$ cat config.mk
export PLATFORM = sky130hd
export DESIGN_NAME = pwm_dual_slope
export DESIGN_NICKNAME = d
export VERILOG_FILES = /design/src/rtl/pwm_pkg.sv /design/src/rtl/pwm_presc.sv /design/src/rtl/pwm_tri_cnt.sv /design/src/rtl/pwm_cmp_unit.sv /design/src/rtl/pwm_dual_slope.sv
export SDC_FILE = /design/constraint.sdc
export NUM_CORES = 1
export LEC_CHECK = 0
export BUFFER_PORTS_ARGS = -buffer_cell sky130_fd_sc_hd__buf_4
export CAP_MARGIN = 20
export CORE_ASPECT_RATIO = 1.1
export CORE_MARGIN = 2
export CORE_UTILIZATION = 40
export CTS_BUF_LIST = sky130_fd_sc_hd__clkbuf_16
export CTS_CLUSTER_DIAMETER = 100
export DETAILED_ROUTE_END_ITERATION = 8
export GPL_ROUTABILITY_DRIVEN = 0
export PLACE_DENSITY = 0.69
export REMOVE_ABC_BUFFERS = 1
export SETUP_SLACK_MARGIN = 0.1
export SLEW_MARGIN = 20
export SYNTH_ARGS = -nofsm -noshare
export SYNTH_HDL_FRONTEND = slang
export SYNTH_HIERARCHICAL = 1
export SYNTH_SLANG_ARGS = --single-unit
$ cat constraint.sdc
create_clock -name clk_i -period 10.98 [get_ports clk_i]
set_clock_uncertainty 0.15 [all_clocks]
set_input_delay 0.549 -clock clk_i [delete_from_list [all_inputs] [get_ports clk_i]]
set_output_delay 0.549 -clock clk_i [all_outputs]
set_load 0.05 [all_outputs]
$ cat src/rtl/pwm_pkg.sv
package pwm_pkg;
  localparam int unsigned DIV_W = 10;

  typedef enum logic [1:0] {
    OUT_OFF   = 2'd0,
    OUT_OFF_B = 2'd1,
    OUT_TRUE  = 2'd2,
    OUT_INV   = 2'd3
  } out_mode_e;

  // terminal value of the divider for each prescale code
  function automatic logic [DIV_W-1:0] presc_limit(input logic [2:0] sel);
    case (sel)
      3'd2:    presc_limit = DIV_W'(7);
      3'd3:    presc_limit = DIV_W'(63);
      3'd4:    presc_limit = DIV_W'(255);
      3'd5:    presc_limit = DIV_W'(1023);
      default: presc_limit = '0;
    endcase
  endfunction

  function automatic logic presc_run(input logic [2:0] sel);
    presc_run = (sel != 3'd0) && (sel <= 3'd5);
  endfunction
endpackage

$ cat src/rtl/pwm_presc.sv
module pwm_presc
  import pwm_pkg::*;
(
  input  logic       clk_i,
  input  logic       rst_ni,
  input  logic [2:0] sel_i,
  output logic       tick_o
);
  logic [DIV_W-1:0] div_q;
  logic             run;

  assign run    = presc_run(sel_i);
  assign tick_o = run && (div_q >= presc_limit(sel_i));

  always_ff @(posedge clk_i or negedge rst_ni) begin
    if (!rst_ni)          div_q <= '0;
    else if (!run)        div_q <= '0;
    else if (tick_o)      div_q <= '0;
    else                  div_q <= div_q + 1'b1;
  end
endmodule

$ cat src/rtl/pwm_tri_cnt.sv
module pwm_tri_cnt #(
  parameter int unsigned WIDTH = 16
) (
  input  logic             clk_i,
  input  logic             rst_ni,
  input  logic             tick_i,
  input  logic [WIDTH-1:0] top_i,
  output logic [WIDTH-1:0] cnt_o,
  output logic             up_o
);
  logic [WIDTH-1:0] cnt_q;
  logic             up_q;

  always_ff @(posedge clk_i or negedge rst_ni) begin
    if (!rst_ni) begin
      cnt_q <= '0;
      up_q  <= 1'b1;
    end else if (tick_i) begin
      if (top_i == '0) begin
        cnt_q <= '0;
        up_q  <= 1'b1;
      end else if (up_q) begin
        if (cnt_q >= top_i) begin
          cnt_q <= cnt_q - 1'b1;
          up_q  <= 1'b0;
        end else begin
          cnt_q <= cnt_q + 1'b1;
        end
      end else begin
        if (cnt_q == '0) begin
          cnt_q <= cnt_q + 1'b1;
          up_q  <= 1'b1;
        end else begin
          cnt_q <= cnt_q - 1'b1;
        end
      end
    end
  end

  assign cnt_o = cnt_q;
  assign up_o  = up_q;
endmodule

$ cat src/rtl/pwm_cmp_unit.sv
module pwm_cmp_unit
  import pwm_pkg::*;
#(
  parameter int unsigned WIDTH = 16
) (
  input  logic             clk_i,
  input  logic             rst_ni,
  input  logic             tick_i,
  input  logic [WIDTH-1:0] cnt_i,
  input  logic             up_i,
  input  logic [WIDTH-1:0] top_i,
  input  logic             wr_i,
  input  logic [WIDTH-1:0] wdata_i,
  input  logic [1:0]       mode_i,
  input  logic             oe_i,
  input  logic             clr_i,
  output logic [WIDTH-1:0] cmp_o,
  output logic             flag_o,
  output logic             pin_o
);
  logic [WIDTH-1:0] hold_q, act_q, cmp_eff;
  logic             wave_q, wave_d, flag_q, pin_q, pin_d, at_bot, hit;
  out_mode_e        mode;

  assign mode    = out_mode_e'(mode_i);
  assign at_bot  = tick_i && (cnt_i == '0);
  assign cmp_eff = at_bot ? hold_q : act_q;
  assign hit     = tick_i && (cnt_i == cmp_eff);

  always_comb begin
    wave_d = wave_q;
    if (at_bot)
      wave_d = (cmp_eff != '0);
    else if (hit && (cmp_eff < top_i))
      wave_d = !up_i;  // fall on the way up, rise on the way down
  end

  always_comb begin
    pin_d = 1'b0;
    if (oe_i) begin
      case (mode)
        OUT_TRUE: pin_d = wave_d;
        OUT_INV:  pin_d = !wave_d;
        default:  pin_d = 1'b0;
      endcase
    end
  end

  always_ff @(posedge clk_i or negedge rst_ni) begin
    if (!rst_ni) begin
      hold_q <= '0;
      act_q  <= '0;
      wave_q <= 1'b0;
      flag_q <= 1'b0;
      pin_q  <= 1'b0;
    end else begin
      if (wr_i)   hold_q <= wdata_i;
      if (at_bot) act_q  <= hold_q;
      wave_q <= wave_d;
      pin_q  <= pin_d;
      if (hit)        flag_q <= 1'b1;
      else if (clr_i) flag_q <= 1'b0;
    end
  end

  assign cmp_o  = act_q;
  assign flag_o = flag_q;
  assign pin_o  = pin_q;
endmodule

$ cat src/rtl/pwm_dual_slope.sv
module pwm_dual_slope #(
  parameter int unsigned WIDTH = 16
) (
  input  logic             clk_i,
  input  logic             rst_ni,
  input  logic [2:0]       presc_sel_i,
  input  logic [WIDTH-1:0] top_i,
  input  logic             cmp_wr_i,
  input  logic [WIDTH-1:0] cmp_wdata_i,
  input  logic [1:0]       mode_i,
  input  logic             oe_i,
  input  logic             flag_clr_i,
  output logic [WIDTH-1:0] cnt_o,
  output logic [WIDTH-1:0] cmp_o,
  output logic             flag_o,
  output logic             pin_o
);
  logic tick, up;

  pwm_presc u_presc (
    .clk_i  (clk_i),
    .rst_ni (rst_ni),
    .sel_i  (presc_sel_i),
    .tick_o (tick)
  );

  pwm_tri_cnt #(.WIDTH(WIDTH)) u_cnt (
    .clk_i  (clk_i),
    .rst_ni (rst_ni),
    .tick_i (tick),
    .top_i  (top_i),
    .cnt_o  (cnt_o),
    .up_o   (up)
  );

  pwm_cmp_unit #(.WIDTH(WIDTH)) u_cmp (
    .clk_i   (clk_i),
    .rst_ni  (rst_ni),
    .tick_i  (tick),
    .cnt_i   (cnt_o),
    .up_i    (up),
    .top_i   (top_i),
    .wr_i    (cmp_wr_i),
    .wdata_i (cmp_wdata_i),
    .mode_i  (mode_i),
    .oe_i    (oe_i),
    .clr_i   (flag_clr_i),
    .cmp_o   (cmp_o),
    .flag_o  (flag_o),
    .pin_o   (pin_o)
  );
endmodule

==> flow_metrics.tcl, run 1 <==
set metrics [dict create \
    die_height_um 121 \
    rows 42 \
    grt_pass1_vias 5081 \
    ys_warn_count 6 \
    multiInputGateArea_um2 3120 \
    h-tree-depth 3 \
    tns_ps 0 \
    max_cap_viol_count 0 \
    fin_crit_sh 0.620 \
    ys_types 78 \
    final_antenna_net_count 0 \
    vias 4944 \
    comb_power_share 0.477 \
    antenna_found_initial 0 \
    rsz0062_at_grt "false" \
    area_growth_pct 20.4 \
    place_inst 786 \
    final_net_count 730 \
    cp_max_fo 16 \
    cts_buffer_depth 2 \
    p_switching_uw 620 \
    period_needed_ps 6810 \
    synth_edf_count 0 \
    slew_headroom 0.282 \
    power-per-cell-area_nw_per_um2 222 \
    cts_root_buf "clkbuf_16" \
    status "finished clean" \
    cts_tree "done" \
    worst_ep_arrival_time_ps 6930 \
    finalWirelength_um 15800 \
    routedWlPerCell_um 19.7 \
    ys_ff_latch 62 \
    worstMarginPinSlew_ps 1070 \
    post_cts_resized 0 \
    clock_latency_ps 330 \
    critPathCaptureType "flop" \
    synth_area_um2 5010 \
    postCtsHoldBufs 0 \
    layout-drive-gt1-share 0.221 \
    grt_pass1_wl_um 25700 \
    dp_hpwl_um 11600 \
    synthFlopType "dfrtp_1" \
    p_total_uw 1340 \
    die_x_um 111 \
    grt_overflow 0 \
    fmax_mhz 147 \
    core_um2 12100 \
    start_util 0.413 \
    swShare 0.464 \
    slew_viol_final 0 \
    ioPinCount 76 \
    ys_seq_area_frac 0.310 \
    setup-violations-final 0 \
    antenna_cells 0 \
    internal_power_uw 717 \
    power_leakage_uw 0.00277 \
    post_cts_buffers 0 \
    setup_slack_ps 4170 \
    seqCellArea_um2 1550 \
    syn_inst 570 \
    pwr-share-seq 0.284 \
    numCtsBuffers 9 \
    grt_use_total 0.239 \
    power.share.clock 0.239 \
    fill_cells 1111 \
    instances_no_fill 802 \
    dp_slack_ps 4150 \
    ir_drop_mv 0.111 \
    drt_iter0_drc 414 \
    first_pass_iters 5 \
    hold_class "in -> async" \
    clock-sinks 62 \
    postSynth.asyncResetShare 1.00 \
    portBuffers 75 \
    drc 0 \
    avgViaCountPerCell 6.16 \
    die_area_um2 13400 \
    hold_violations 0 \
    grt_max_degree 63 \
    cp.required_ps 11100 \
    criticalPathCategory "in -> reg" \
    startpoint_type "input port" \
    path_clk_slew_ps 60 \
    synth_area_per_cell_um2 8.79 \
]
## layout by cell type, fill, tap and decap left out, types with 6 or more instances in the layout
cell and n:
nand3_1 25, a211oi_1 9, a21oi_1 17, nand4_1 11
inv_1 65, nor2_1 26, nor3_1 16, ha_1 45
xnor2_1 8, nor4_1 14, o21ai_0 31, o21a_1 9
clkbuf_16 9, nand2_1 53, nor4_2 10, o2111ai_1 14
nand2b_1 14, buf_4 80, or2_2 6, mux2_2 11
dfrtp_1 61, or3_1 8
## layer usage
| layer | GRT usage | share of wire | vias up |
|---|---|---|---|
| met5 | 0 | 0 | - |
| met4 | 0.123 | 0.043 | 0 |
| met3 | 0.0514 | 0.077 | 59 |
| met2 | 0.410 | 0.49 | 266 |
| met1 | 0.284 | 0.39 | 2346 |
| li1 | - | - | 2273 |
## power by group through the flow
stage,logic (uW),clock network (uW),registers (uW)
2_1_floorplan,317,0,463
3_3_place_gp,604,0,380
3_5_place_dp,622,0,381
4_1_cts,627,324,378
5_1_grt,687,336,388
6_report,639,319,380
## stage by stage
stage | hold WS (ps) | cell area, um2 | utilization
after floorplan | 103 | 4910 | -
after global placement | 364 | 5700 | 0.469
after detailed placement | 379 | 5700 | 0.469
after CTS | 195 | 6030 | 0.497
after global routing | 223 | 6030 | 0.497
final | 153 | 6030 | 0.497
## synth_stat cells, types with 3 or more instances
| master | number | area (um2) |
|---|---|---|
| or3_1 | 8 | 50.1 |
| nor3_1 | 16 | 80.1 |
| o22ai_1 | 4 | 25.0 |
| nor4_2 | 10 | 125 |
| ha_1 | 45 | 563 |
| dfrtp_1 | 61 | 1530 |
| o2111ai_1 | 14 | 123 |
| nor4_1 | 14 | 87.6 |
| or2_2 | 6 | 37.5 |
| a22oi_1 | 3 | 22.5 |
| nor2_1 | 26 | 97.6 |
| nand2b_1 | 14 | 87.6 |
| nand2_1 | 53 | 199 |
| a21oi_1 | 17 | 85.1 |
| buf_2 | 4 | 20.0 |
| mux2_2 | 11 | 124 |
| o21a_1 | 9 | 67.6 |
| o311ai_0 | 5 | 43.8 |
| o211ai_1 | 5 | 37.5 |
| o21ai_0 | 31 | 155 |
| a21o_1 | 3 | 22.5 |
| nand3_1 | 25 | 125 |
| inv_1 | 63 | 236 |
| nand3_2 | 4 | 40.0 |
| mux2i_1 | 5 | 50.1 |
| a211oi_1 | 9 | 67.6 |
| nand4_1 | 11 | 68.8 |
| clkbuf_1 | 9 | 33.8 |
| a211o_1 | 3 | 26.3 |
| xnor2_1 | 8 | 70.1 |
| o31ai_1 | 4 | 30.0 |
| and3_1 | 5 | 31.3 |
| xor2_1 | 4 | 35.0 |
| buf_6 | 4 | 45.0 |
## registers in the layout, summed over array words and instances (netlist names)
name	flops
u_presc/div_q	10
u_cnt/up_o	1
u_cmp/cmp_o	16
u_cmp/wave_q	1
u_cnt/cnt_o	16
u_cmp/pin_o	1
u_cmp/flag_o	1
u_cmp/hold_q	16
## final timing paths
check,depth (start not counted),start,slack (ps),to
min in group clk_i,2,flag_clr_i,250,u_cmp/flag_o
worst max-delay path,21,presc_sel_i[1],4170,u_cmp/pin_o
worst max register to register,18,u_presc/div_q[5],4390,u_cmp/pin_o
worst min register to register,2,u_cmp/flag_o,380,u_cmp/flag_o
worst min-delay path,1,rst_ni,150,u_cmp/hold_q[8]
max in group asynchronous,1,rst_ni,10010,u_presc/div_q[2]
## worst max-delay path, stage by stage
cell and delay [ps]:
buf_4 130, nand2b_1 180, o21a_1 150, ha_1 330, nand2_4 60, o21a_1 160, nor2_1 800, o21ba_1 630
nor4b_2 420, nand3_2 220, nor2_1 690, o21ai_0 310, ha_1 390, a211oi_1 260, nand2_1 130, nor3b_1 260
a311oi_2 160, nor3_1 340, nand4_1 210, a2111o_1 450, nand3_1 70
## layout make-up
class                      instances  area share
inverter                          63      0.0392
multi-input combinational        427       0.517
timing repair buffer              80      0.0996
tap                              154      0.0320
clock buffer                       9      0.0373
clock inverter                     7      0.0176
sequential                        62       0.257
## kinds of logic after synthesis
family,Yosys count,synth area share
AO/OA/AOI/OAI,138,0.204
XOR/XNOR,12,0.0210
adder cells (fa/ha/maj),45,0.112
buffers and inverters,81,0.0677
flip-flops,62,0.310
multiplexers,16,0.0347
AND/OR/NAND/NOR,216,0.250
Power figures use the tool's default switching activity.
==> run 2, diff against run 1 <==
clock period = 6.6 ns   (was 10.98 ns; I/O delays follow)
==> run 2 against run 1 <==
Critical path depth shrank 2; cell area fell by 0.37%; clock-buffer cell count unchanged; largest cell class unchanged.
==> flow_metrics.tcl, run 2 (synthesis results as in run 1) <==
set metrics [dict create \
    status "finished clean" \
    clock_latency_ps 340 \
    critPathTopFamily "simple AND/OR/NAND/NOR gates" \
    portBuffers 75 \
    rows 42 \
    cp.required_ps 6720 \
    layout-drive-gt1-share 0.225 \
    cts_root_buf "clkbuf_16" \
    ir_drop_mv 0.183 \
    start_util 0.413 \
    wl_met3_um 1030 \
    first_pass_iters 5 \
    power-per-cell-area_nw_per_um2 359 \
    wl_met1_um 6210 \
    cts_buffer_depth 2 \
    hold_violations 0 \
    r2r_start "u_presc/div_q[8]" \
    antenna_cells 0 \
    die_area_um2 13400 \
    vias 4960 \
    endpoint "u_cmp/pin_o" \
    grt_use_total 0.232 \
    grt_overflow 0 \
    path_clk_slew_ps 60 \
    fmax_mhz 171 \
    dp_hpwl_um 11500 \
    area_growth_pct 20.0 \
    power_leakage_uw 0.00275 \
    critPathCaptureType "flop" \
    startpoint "u_presc/div_q[8]" \
    core_um2 12100 \
    antenna_found_initial 0 \
    rrSetupSlack_ps 770 \
    grt_pass1_vias 5000 \
    instances_no_fill 804 \
    top_layer_used "met4" \
    drc 0 \
    startpoint_type "flop" \
    p_switching_uw 1040 \
    fin_crit_sh 0.884 \
    crit_slowest_cell "and3_1" \
    r2r_cells 19 \
    grt_max_degree 63 \
    internal_power_uw 1120 \
    max_cap_viol_count 0 \
    h-tree-depth 3 \
    grt_pass1_wl_um 24900 \
    slew_viol_final 0 \
    final_antenna_net_count 0 \
    avgViaCountPerCell 6.17 \
    swShare 0.482 \
    finalWirelength_um 15600 \
    path_depth 19 \
    place_inst 787 \
    final_cell_mix "81 x buf_4, 64 x inv_1, 61 x dfrtp_1" \
    pwr-share-seq 0.300 \
    setup-violations-final 0 \
    crit_buf_inv 2 \
    criticalPathCategory "reg -> reg" \
    slowest_delay_ps 470 \
    routedWlPerCell_um 19.3 \
    rsz0062_at_grt "false" \
    slew_headroom 0.416 \
    cp_max_fo 16 \
    dr_wl_met2_um 7720 \
    hold_class "in -> reg" \
    clock-sinks 62 \
    worst_ep_arrival_time_ps 5950 \
    die_height_um 121 \
    final_net_count 732 \
    ioPinCount 76 \
    power.share.clock 0.216 \
    cts_tree "done" \
    comb_power_share 0.483 \
    final_common_cell "buf_4" \
    crit_path_cell_trace "ha_1, nand4_1, o41ai_2, buf_4, o21ba_1, buf_4, nor4b_2, and3_1, nand2_1, o21ai_0, ha_1, a211oi_1, nor2_1, nor3b_1, a311oi_2, nor3_1, nand4_1, a2111o_1, nand3_1" \
    die_x_um 111 \
    post_cts_resized 0 \
    tns_ps 0 \
    period_needed_ps 5830 \
    drt_iter0_drc 399 \
    r2r-end "u_cmp/pin_o" \
    worstMarginPinSlew_ps 872 \
    numCtsBuffers 9 \
]
## run 2: power by group through the flow
stage	clock, uW	sequential, uW	combinational, uW
2_1_floorplan	0	770	528
5_1_grt	492	658	1120
3_3_place_gp	0	644	990
3_5_place_dp	0	647	1020
6_report	467	647	1040
4_1_cts	472	641	1020
## run 2: layout make-up
class                      instances  area [um2]
clock buffer                       9         225
inverter                          63         236
tap                              154         193
timing repair buffer              82         618
fill                            1148        6130
clock inverter                     7        66.3
sequential                        62        1550
multi-input combinational        427        3120
## run 2: per-layer routing
layer / vias up / global-route usage
met5: - / 0
met4: 0 / 0.120
met3: 49 / 0.0500
met2: 248 / 0.398
met1: 2391 / 0.275
li1: 2272 / -
## run 2: what timing repair did
action / CTS / global route
endpoints found under the hold margin: 61 / 0
buffers inserted: 0 / 0
hold buffers: 1 / 0
## run 2: worst min-delay path by stage
stage	from	end	slack [ps]	depth (start not counted)
after floorplan	rst_ni	u_cmp/cmp_o[0]	-120	0
after global placement	rst_ni	u_cnt/cnt_o[0]	330	1
after detailed placement	rst_ni	u_cnt/cnt_o[1]	320	1
after CTS	flag_clr_i	u_cmp/flag_o	20	2
after global routing	flag_clr_i	u_cmp/flag_o	30	2
final	flag_clr_i	u_cmp/flag_o	30	2
## run 2: metrics by stage
step / cell area [um2] / utilization / hold WS [ps] / setup WS [ps] / power, uW
finish: 6010 / 0.495 / 27.3 / 768 / 2160
global route: 6010 / 0.495 / 33.1 / 329 / 2270
CTS: 6010 / 0.495 / 21.8 / 820 / 2140
detailed placement: 5710 / 0.470 / 323 / 669 / 1660
global placement: 5710 / 0.470 / 328 / 882 / 1630
floorplan: 4910 / - / -116 / 1010 / 1300
